## src/rtl/sec7_pkg.sv

```systemverilog
package sec7_pkg;

    localparam int DATA_W = 4;
    localparam int WORD_W = 7;
    localparam int SYN_W  = 3;
    localparam int POS_W  = 3;

    typedef logic [DATA_W-1:0] data_t;
    typedef logic [WORD_W-1:0] word_t;
    typedef logic [SYN_W-1:0]  syn_t;
    typedef logic [POS_W-1:0]  pos_t;

    // Word bit index of each data bit (wire positions 2,4,6,7).
    localparam int DATA_BIT [DATA_W] = '{1, 3, 5, 6};
    // Word bit index of each check bit (wire positions 1,3,5).
    localparam int CHK_BIT  [SYN_W]  = '{0, 2, 4};
    // Word bits covered by each check; entry 0 becomes the syndrome MSB.
    localparam word_t CHK_MASK [SYN_W] = '{7'b1101001, 7'b1100110, 7'b1011010};

    function automatic syn_t syn_of(input word_t w);
        syn_t s;
        for (int k = 0; k < SYN_W; k++) begin
            s[SYN_W-1-k] = ^(w & CHK_MASK[k]);
        end
        return s;
    endfunction

    // Syndrome produced by a lone error at word bit b.
    function automatic syn_t col_of(input int b);
        word_t w;
        w = '0;
        w[b] = 1'b1;
        return syn_of(w);
    endfunction

endpackage

```

## src/rtl/sec7_stage.sv

```systemverilog
module sec7_stage #(
    parameter int W  = 8,
    parameter bit EN = 1'b1
) (
    input  logic         clk,
    input  logic         rst_n,
    input  logic         vin,
    input  logic [W-1:0] din,
    output logic         vout,
    output logic [W-1:0] dout
);

    generate
        if (EN) begin : g_reg
            always_ff @(posedge clk) begin
                if (!rst_n) begin
                    vout <= 1'b0;
                    dout <= '0;
                end else begin
                    vout <= vin;
                    dout <= din;
                end
            end
        end else begin : g_wire
            assign vout = vin;
            assign dout = din;
        end
    endgenerate

endmodule

```

## src/rtl/sec7_enc.sv

```systemverilog
module sec7_enc
    import sec7_pkg::*;
(
    input  data_t data,
    output word_t word
);

    word_t placed;

    always_comb begin
        placed = '0;
        for (int i = 0; i < DATA_W; i++) begin
            placed[DATA_BIT[i]] = data[i];
        end
        word = placed;
        for (int k = 0; k < SYN_W; k++) begin
            word[CHK_BIT[k]] = ^(placed & CHK_MASK[k]);
        end
    end

endmodule

```

## src/rtl/sec7_syn.sv

```systemverilog
module sec7_syn
    import sec7_pkg::*;
(
    input  word_t word,
    output syn_t  syn
);

    generate
        for (genvar k = 0; k < SYN_W; k++) begin : g_chk
            assign syn[SYN_W-1-k] = ^(word & CHK_MASK[k]);
        end
    endgenerate

endmodule

```

## src/rtl/sec7_fix.sv

```systemverilog
module sec7_fix
    import sec7_pkg::*;
(
    input  word_t word,
    input  syn_t  syn,
    output word_t flip,
    output word_t fixed,
    output data_t data,
    output logic  fix,
    output pos_t  pos
);

    generate
        for (genvar b = 0; b < WORD_W; b++) begin : g_col
            localparam syn_t COL = col_of(b);
            assign flip[b] = (syn == COL);
        end
    endgenerate

    assign fixed = word ^ flip;
    assign fix   = (syn != '0);

    always_comb begin
        pos = '0;
        for (int b = 0; b < WORD_W; b++) begin
            if (flip[b]) pos = pos | pos_t'(b + 1);
        end
        for (int i = 0; i < DATA_W; i++) begin
            data[i] = fixed[DATA_BIT[i]];
        end
    end

endmodule

```

## src/rtl/sec7_codec.sv

```systemverilog
module sec7_codec
    import sec7_pkg::*;
#(
    parameter bit ENC_PIPE     = 1'b1,
    parameter bit DEC_PIPE_SYN = 1'b1,
    parameter bit DEC_PIPE_OUT = 1'b1
) (
    input  logic              clk,
    input  logic              rst_n,
    input  logic              enc_valid_i,
    input  logic [DATA_W-1:0] enc_data_i,
    output logic              enc_valid_o,
    output logic [WORD_W-1:0] enc_word_o,
    input  logic              dec_valid_i,
    input  logic [WORD_W-1:0] dec_word_i,
    output logic              dec_valid_o,
    output logic [DATA_W-1:0] dec_data_o,
    output logic              dec_fix_o,
    output logic [POS_W-1:0]  dec_pos_o,
    output logic [SYN_W-1:0]  dec_syn_o
);

    localparam int S1_W = WORD_W + SYN_W;
    localparam int S2_W = DATA_W + 1 + POS_W + SYN_W;

    // transmit path
    word_t enc_word_c;

    sec7_enc u_enc (.data(enc_data_i), .word(enc_word_c));

    sec7_stage #(.W(WORD_W), .EN(ENC_PIPE)) u_enc_stg (
        .clk(clk), .rst_n(rst_n),
        .vin(enc_valid_i), .din(enc_word_c),
        .vout(enc_valid_o), .dout(enc_word_o)
    );

    // receive path, stage 1: syndrome
    syn_t  syn_c;
    logic  s1_valid;
    word_t s1_word;
    syn_t  s1_syn;

    sec7_syn u_syn (.word(dec_word_i), .syn(syn_c));

    sec7_stage #(.W(S1_W), .EN(DEC_PIPE_SYN)) u_syn_stg (
        .clk(clk), .rst_n(rst_n),
        .vin(dec_valid_i), .din({dec_word_i, syn_c}),
        .vout(s1_valid), .dout({s1_word, s1_syn})
    );

    // receive path, stage 2: locate and repair
    word_t flip_c, fixed_c;
    data_t data_c;
    logic  fix_c;
    pos_t  pos_c;

    sec7_fix u_fix (
        .word(s1_word), .syn(s1_syn),
        .flip(flip_c), .fixed(fixed_c),
        .data(data_c), .fix(fix_c), .pos(pos_c)
    );

    sec7_stage #(.W(S2_W), .EN(DEC_PIPE_OUT)) u_out_stg (
        .clk(clk), .rst_n(rst_n),
        .vin(s1_valid), .din({data_c, fix_c, pos_c, s1_syn}),
        .vout(dec_valid_o), .dout({dec_data_o, dec_fix_o, dec_pos_o, dec_syn_o})
    );

    // checks
    p_enc_codeword_r2: assert property (@(posedge clk) disable iff (!rst_n)
        enc_valid_o |-> (syn_of(enc_word_o) == '0));

    p_onehot_flip_r6: assert property (@(posedge clk) disable iff (!rst_n)
        s1_valid |-> $onehot0(flip_c));

    p_fixed_clean_r5: assert property (@(posedge clk) disable iff (!rst_n)
        s1_valid |-> (syn_of(fixed_c) == '0));

    p_fix_pos_r4: assert property (@(posedge clk) disable iff (!rst_n)
        dec_valid_o |-> (dec_fix_o == (dec_pos_o != '0)));

endmodule

```

## config.mk

```make
export PLATFORM = sky130hd
export DESIGN_NAME = sec7_codec
export DESIGN_NICKNAME = d
export VERILOG_FILES = /design/src/rtl/sec7_pkg.sv /design/src/rtl/sec7_stage.sv /design/src/rtl/sec7_enc.sv /design/src/rtl/sec7_syn.sv /design/src/rtl/sec7_fix.sv /design/src/rtl/sec7_codec.sv
export SDC_FILE = /design/constraint.sdc
export NUM_CORES = 1
export LEC_CHECK = 0
export CORE_MARGIN = 1.5
export CORE_UTILIZATION = 45
export CTS_CLUSTER_DIAMETER = 40
export DETAILED_ROUTE_END_ITERATION = 8
export GPL_TIMING_DRIVEN = 0
export PLACE_DENSITY_LB_ADDON = 0.1
export SLEW_MARGIN = 20
export SYNTH_ARGS = -nofsm -noshare
export SYNTH_HDL_FRONTEND = slang
export SYNTH_SLANG_ARGS = --single-unit
export TNS_END_PERCENT = 100
```

## constraint.sdc

```tcl
create_clock -name clk -period 1.6 [get_ports clk]
set_input_delay 0.24 -clock clk [delete_from_list [all_inputs] [get_ports clk]]
set_output_delay 0.24 -clock clk [all_outputs]
set_load 0.005 [all_outputs]
```

==> qor.log, run 1 <==
[run_status] outcome completed
[timing] unrepaired setup endpoints after global routing no
[setup_path] FF-to-FF setup slack 0.51 ns
[clocking] TritonCTS buffer count 3
[setup_path] Data arrival, critical path 1.15 ns
[clocking] Skew-Pair Late Insertion Delay 0.32 ns
[setup_path] number of cell instances on the worst register-to-register path 4
[setup_path] category of the critical setup timing path reg -> out
[setup_path] Worst setup SP type flop
[power_and_ir_drop] Peak VDD IR 0.607 mV
[logic_synthesis] count of state elements after synthesis 28
[timing] Pins Over Slew Limit 0
[die] overall die width 49.2 um
[logic_synthesis] Avg Synthesized Cell Area 11.3 um^2
[clocking] buffer count from post-CTS setup fixing 0
[cells_and_area] net total in the final layout 139
[setup_path] Top delay family on crit path buffers and inverters
[timing] Tightest Pin Transition 0.322 ns
[global_route] total routing usage reported by global routing 0.141
[timing] Final setup viols 0
[cells_and_area] number of cells in the finished layout apart from fillers 150
[power_and_ir_drop] net switching power of the design 0.293 mW
[clocking] clock sink count 28
[detailed_routing] post-detailed-route DRC marker count 0
[power_and_ir_drop] PD cells 994 mW/mm^2
[logic_synthesis] Seq/Total Area, Yosys 0.583
[timing] Worst Skew 0.0134 ns
[clocking] # resized after CTS 0
[power_and_ir_drop] switching share of power 0.215
[global_route] number of global-route vias before repair 619
[setup_path] maximum fanout encountered on the critical timing path 1
[setup_path] crit path buf inv count 1
[power_and_ir_drop] share of total power in combinational logic 0.194
[logic_synthesis] share of Yosys cell area claimed by the top area cell type 0.583
[clocking] Post-CTS Hold Fix Bufs 0
[timing] worst max-slew margin expressed relative to the limit 0.785
[die] floorplan die area 0.00242 mm^2
[die] count of standard-cell rows 16
[clocking] clock-pin slew reported for the worst setup and hold paths after clock tree synthesis 0.14 ns
[timing] f_max 718 MHz
[timing] count of endpoints failing hold in the final timing report 0
[detailed_routing] Iteration-0 DRC Markers 2
[placed_design] final weighted congestion of routability-driven global placement 0.692
[setup_path] kind of capture point of the worst setup path output port
[detailed_routing] total routed wirelength 1420 um
[die] initial standard-cell utilization of the core 0.485
[die] vertical die dimension 49.2 um
[setup_path] series of cell instances along the critical path clkdlybuf4s50_1
[power_and_ir_drop] Internal 1.07 mW
[setup_path] r2r endpoint u_out_stg.dout[9]$_SDFF_PN0_
[timing] final setup margin 0.207 ns
[power_and_ir_drop] reported leakage power 0.520 nW
[worst_hold_path] Hold Path Origin u_syn_stg.vout$_SDFF_PN0_
[global_route] largest net degree at the start of global routing 16
[clocking] number of buffers between clock root and the deepest sink 2
[global_route] initial antenna violation count 0
[die] number of ports placed on the die boundary 35
[cells_and_area] number of diodes added for antenna fixing 0
[power_and_ir_drop] Sequential Power Share 0.568
[flow_run] number of violations of the max-capacitance limit 0
[power_and_ir_drop] part of the power in the clock network 0.238
[setup_path] required arrival time at the worst endpoint 1.36 ns
[logic_synthesis] area of the mapped netlist 962 um^2
[cells_and_area] P&R area growth vs syn 42.7%
[setup_path] number of cells on the critical path 1
[worst_hold_path] worst hold path cell count 1
[placed_design] I/O Buffers 34
[detailed_routing] via count 638
[logic_synthesis] Synth warnings 0
[logic_synthesis] cell count after synthesis 85
[detailed_routing] ANT nets after route 0
[timing] Min Clock Period, post-route 1.39 ns
[logic_synthesis] Net Count, Synth 100
[logic_synthesis] cell type contributing the most total cell area after synthesis sky130_fd_sc_hd__dfxtp_1
[placed_design] placed cells 146
[global_route] total overflow reported by the global router 0
[cells_and_area] proportion of layout cells with a drive suffix above 1 0.0732
[setup_path] Worst R2R Start u_syn_stg.dout[1]$_SDFF_PN0_
[logic_synthesis] distinct cell type count after synthesis 16
[detailed_routing] DR vias/cell 4.25
[worst_hold_path] worst hold path class reg -> reg
[timing] Final TNS setup 0 ns
[detailed_routing] DR pass1 iterations 2
[worst_hold_path] Worst Hold End u_out_stg.vout$_SDFF_PN0_
[clocking] clock tree root driver cell sky130_fd_sc_hd__clkbuf_4
[clocking] H-tree depth 1
[power_and_ir_drop] post-layout power 1.36 mW
[placed_design] pre-CTS setup slack 0.109 ns
[logic_synthesis] largest cells by area after synthesis sky130_fd_sc_hd__dfxtp_1 58%, sky130_fd_sc_hd__and2_1 16%, sky130_fd_sc_hd__xnor2_1 14%
[setup_path] Crit-path slowest cell sky130_fd_sc_hd__clkdlybuf4s50_1
[detailed_routing] DR WL/cell 9.49 um
[timing] Fin Hold WS 0.465 ns
[clocking] CTS tree done
[timing] fin crit share 0.871
[die] total core area 0.00198 mm^2
[global_route] global-route wire length before repair 2590 um
[setup_path] Crit path largest cell delay 0.49 ns
synthesized netlist by cell type:
master and count:
sky130_fd_sc_hd__a21boi_0 1, sky130_fd_sc_hd__o31a_2 1, sky130_fd_sc_hd__nand2_2 1, sky130_fd_sc_hd__and2_2 1, sky130_fd_sc_hd__and2_1 24, sky130_fd_sc_hd__buf_2 2, sky130_fd_sc_hd__o21ai_0 1, sky130_fd_sc_hd__xor2_1 3
sky130_fd_sc_hd__xnor2_1 15, sky130_fd_sc_hd__nand3b_1 2, sky130_fd_sc_hd__clkbuf_1 2, sky130_fd_sc_hd__nand3_1 1, sky130_fd_sc_hd__dfxtp_1 28, sky130_fd_sc_hd__nand2b_1 1, sky130_fd_sc_hd__or3_1 1, sky130_fd_sc_hd__a21boi_1 1
cell type report:
| class | count | area [um^2] |
|---|---|---|
| timing repair buffer | 34 | 340 |
| buffer | 4 | 17.5 |
| multi-input combinational | 53 | 384 |
| sequential | 28 | 561 |
| clock buffer | 4 | 36.3 |
| fill | 146 | 609 |
| tap | 27 | 33.8 |
worst max path at each step:
stage	start	to
final	u_out_stg.dout[10]$_SDFF_PN0_	dec_data_o[3]
after global placement	rst_n	u_out_stg.dout[6]$_SDFF_PN0_
after floorplan	u_syn_stg.dout[1]$_SDFF_PN0_	u_out_stg.dout[9]$_SDFF_PN0_
after detailed placement	rst_n	u_out_stg.dout[6]$_SDFF_PN0_
after CTS	u_out_stg.dout[6]$_SDFF_PN0_	dec_fix_o
after global routing	u_enc_stg.dout[2]$_SDFF_PN0_	enc_word_o[2]
cells in the final DEF (no fill, tap or decap), drive strengths merged:
master         instances
clkdlybuf4s50         34
dfxtp                 28
and2                  25
xnor2                 15
clkbuf                 6
xor2                   3
buf                    2
nand3b                 2
a21boi                 2
nand3                  1
nand2                  1
o21ai                  1
or3                    1
o31a                   1
nand2b                 1
per-stage QoR:
step | utilization | cell area [um^2]
final | 0.693 | 1370
after global routing | 0.693 | 1370
after floorplan | - | 962
after CTS | 0.693 | 1370
after global placement | 0.674 | 1340
after detailed placement | 0.674 | 1340
power groups by stage:
stage	Combinational (mW)	Sequential, mW	Clock (mW)
floorplan	0.122	0.796	0
global placement	0.264	0.790	0
detailed placement	0.268	0.791	0
CTS	0.269	0.775	0.334
global route	0.294	0.783	0.374
finish	0.265	0.775	0.324
registers in the layout, indices dropped and copies added (netlist names):
name            cells
u_out_stg.dout     11
u_enc_stg.dout      7
u_syn_stg.dout      7
u_enc_stg.vout      1
u_out_stg.vout      1
u_syn_stg.vout      1
layer usage:
metal,global-route usage,up-vias,routed length (um),share of wire
li1,-,338,-,-
met2,0.248,24,721,0.51
met5,0,-,0,0
met1,0.155,274,607,0.43
met3,0.0276,2,74,0.052
met4,0.0857,0,21,0.015
cell families after synthesis:
group / count (synthesis) / share of synthesized area
AOI/OAI and AO/OA: 4 / 0.0312
xor gates and xnor gates: 18 / 0.164
DFF: 28 / 0.583
buffers and inverters: 4 / 0.0182
and+or+nand+nor: 31 / 0.204
Power figures use the tool's default switching activity.
==> run 2, diff against run 1 <==
--- a/config.mk
+++ b/config.mk
@@ -15,4 +15,4 @@
 export SYNTH_ARGS = -nofsm -noshare
 export SYNTH_HDL_FRONTEND = slang
 export SYNTH_SLANG_ARGS = --single-unit
-export TNS_END_PERCENT = 100
+export TNS_END_PERCENT = 1
==> results of run 2 <==
No change in the layout: final DEF, timing and power equal those of run 1.
==> run 3, diff against run 2 <==
--- a/config.mk
+++ b/config.mk
@@ -7,6 +7,7 @@
 export LEC_CHECK = 0
 export CORE_MARGIN = 1.5
 export CORE_UTILIZATION = 45
+export CTS_BUF_LIST = sky130_fd_sc_hd__clkbuf_16
 export CTS_CLUSTER_DIAMETER = 40
 export DETAILED_ROUTE_END_ITERATION = 8
 export GPL_TIMING_DRIVEN = 0
==> run 3 against run 2 <==
Combinational power grew 2%. Setup slack gained 0.091 ns. Non-clock buffer count is the same. Cell area grew 3.1%. Routed wire length grew 5.7%. Power grew 16%. Largest cell class unchanged. Critical path depth is the same. Sequential power is essentially flat. Die area is the same.
==> qor.log, run 3 (same netlist as run 1, synthesis figures left out) <==
[run_status] outcome completed
[timing] Final TNS setup 0 ns
[clocking] buffer count from post-CTS setup fixing 0
[die] number of ports placed on the die boundary 35
[detailed_routing] DR WL/cell 10.0 um
[clocking] H-tree depth 1
[setup_path] Top delay family on crit path buffers and inverters
[cells_and_area] registers with the highest flip-flop counts u_out_stg.dout x11, u_enc_stg.dout x7, u_syn_stg.dout x7
[timing] unrepaired setup endpoints after global routing no
[clocking] TritonCTS buffer count 3
[timing] Final setup viols 0
[cells_and_area] flip-flop count of the largest register after layout 11
[power_and_ir_drop] Internal 1.27 mW
[setup_path] category of the critical setup timing path reg -> out
[cells_and_area] register with the most flip-flops u_out_stg.dout
[global_route] total overflow reported by the global router 0
[detailed_routing] DR vias/cell 4.27
[timing] count of endpoints failing hold in the final timing report 0
[setup_path] series of cell instances along the critical path clkdlybuf4s50_1
[clocking] clock-pin slew reported for the worst setup and hold paths after clock tree synthesis 0.06 ns
[global_route] initial antenna violation count 0
[power_and_ir_drop] Sequential Power Share 0.489
[clocking] clock tree root driver cell sky130_fd_sc_hd__clkbuf_16
[cells_and_area] number of diodes added for antenna fixing 0
[detailed_routing] DR pass1 iterations 3
[timing] fin crit share 0.814
[power_and_ir_drop] part of the power in the clock network 0.341
[worst_hold_path] worst hold path class reg -> reg
[setup_path] maximum fanout encountered on the critical timing path 1
[power_and_ir_drop] switching share of power 0.201
[die] overall die width 49.2 um
[timing] Worst Skew 0.00478 ns
[cells_and_area] net total in the final layout 139
[timing] f_max 768 MHz
[placed_design] post-placement cell area 0.00134 mm^2
[cells_and_area] commonest cells after routing, fill and taps aside 34 x sky130_fd_sc_hd__clkdlybuf4s50_1, 28 x sky130_fd_sc_hd__dfxtp_1, 24 x sky130_fd_sc_hd__and2_1, 15 x sky130_fd_sc_hd__xnor2_1
[die] count of standard-cell rows 16
[detailed_routing] post-detailed-route DRC marker count 0
[timing] worst max-slew margin expressed relative to the limit 0.781
[power_and_ir_drop] Peak VDD IR 0.747 mV
[die] initial standard-cell utilization of the core 0.485
[setup_path] FF-to-FF setup slack 0.52 ns
[detailed_routing] ANT nets after route 0
[worst_hold_path] worst hold path cell count 1
[timing] Tightest Pin Transition 0.326 ns
[power_and_ir_drop] share of total power in combinational logic 0.170
[cells_and_area] post-route cell area 0.00142 mm^2
[setup_path] Worst setup SP type flop
[die] total core area 0.00198 mm^2
[cells_and_area] most common cell after layout, fill and taps aside sky130_fd_sc_hd__clkdlybuf4s50_1
[clocking] CTS tree done
[setup_path] number of cell instances on the worst register-to-register path 4
[power_and_ir_drop] reported leakage power 0.537 nW
[setup_path] required arrival time at the worst endpoint 1.36 ns
[global_route] total routing usage reported by global routing 0.146
[timing] Min Clock Period, post-route 1.30 ns
[setup_path] crit path buf inv count 1
[clocking] Skew-Pair Late Insertion Delay 0.25 ns
[placed_design] I/O Buffers 34
[clocking] # resized after CTS 0
[cells_and_area] proportion of layout cells with a drive suffix above 1 0.0650
[power_and_ir_drop] PD cells 1120 mW/mm^2
[global_route] largest net degree at the start of global routing 16
[setup_path] Crit-path slowest cell sky130_fd_sc_hd__clkdlybuf4s50_1
[die] floorplan die area 0.00242 mm^2
[detailed_routing] total routed wirelength 1500 um
[detailed_routing] via count 641
[global_route] global-route wire length before repair 2700 um
[detailed_routing] Iteration-0 DRC Markers 2
[setup_path] Crit path largest cell delay 0.49 ns
[timing] Pins Over Slew Limit 0
[clocking] number of buffers between clock root and the deepest sink 2
[setup_path] kind of capture point of the worst setup path output port
[global_route] number of global-route vias before repair 642
[setup_path] Data arrival, critical path 1.06 ns
[cells_and_area] P&R area growth vs syn 47.1%
[timing] Fin Hold WS 0.448 ns
[die] vertical die dimension 49.2 um
[clocking] clock sink count 28
[power_and_ir_drop] net switching power of the design 0.318 mW
[clocking] Post-CTS Hold Fix Bufs 0
[placed_design] final weighted congestion of routability-driven global placement 0.692
[setup_path] number of cells on the critical path 1
[flow_run] number of violations of the max-capacitance limit 0
[run 3: cell count changes in the layout (fill, tap and decap cells not counted), sizes merged]
cell and change:
clkbuf -1, clkinv +1
[run 3: worst register-to-register path, delay by kind of cell, from the launching register on]
| family | cells | cell delay, ns |
|---|---|---|
| AO/OA/AOI/OAI | 1 | 0.15 |
| buffers and inverters | 1 | 0.18 |
| flip-flops | 1 | 0.30 |
| AND/OR/NAND/NOR | 2 | 0.39 |
[run 3: path summary, 6_finish.rpt]
path                                       from                      endpoint
setup / recovery  u_out_stg.dout[10]$_SDFF_PN0_                 dec_data_o[3]
hold reg to reg       u_syn_stg.vout$_SDFF_PN0_     u_out_stg.vout$_SDFF_PN0_
hold / removal        u_syn_stg.vout$_SDFF_PN0_     u_out_stg.vout$_SDFF_PN0_
setup reg to reg   u_syn_stg.dout[1]$_SDFF_PN0_  u_out_stg.dout[9]$_SDFF_PN0_
[run 3: cell type report]
cell class	count	area, um^2
buffer	4	17.5
clock inverter	1	3.75
clock buffer	3	75.1
timing repair buffer	34	340
sequential	28	561
fill	138	567
tap	27	33.8
multi-input combinational	53	384
[run 3: stage by stage]
step / setup slack [ns] / cells / utilization / power, mW
after global routing: 0.257 / 150 / 0.714 / 1.67
final: 0.298 / 150 / 0.714 / 1.58
after CTS: 0.295 / 150 / 0.714 / 1.60
after global placement: 0.124 / 146 / 0.674 / 1.05
after floorplan: 0.618 / 85 / - / 0.918
after detailed placement: 0.109 / 146 / 0.674 / 1.06
[run 3: layer usage]
layer  global-route usage  vias up  wire, um
met5                    0        -         0
met4               0.0714        0        29
met3               0.0307        4        83
met2                0.273       24       765
met1                0.153      276       625
li1                     -      337         -
[run 3: power groups by stage]
stage          logic [mW]  registers [mW]  clock network, mW
2_1_floorplan       0.122           0.796                  0
3_3_place_gp        0.264           0.790                  0
3_5_place_dp        0.268           0.791                  0
4_1_cts             0.274           0.775              0.550
5_1_grt             0.296           0.782              0.589
6_report            0.269           0.775              0.539
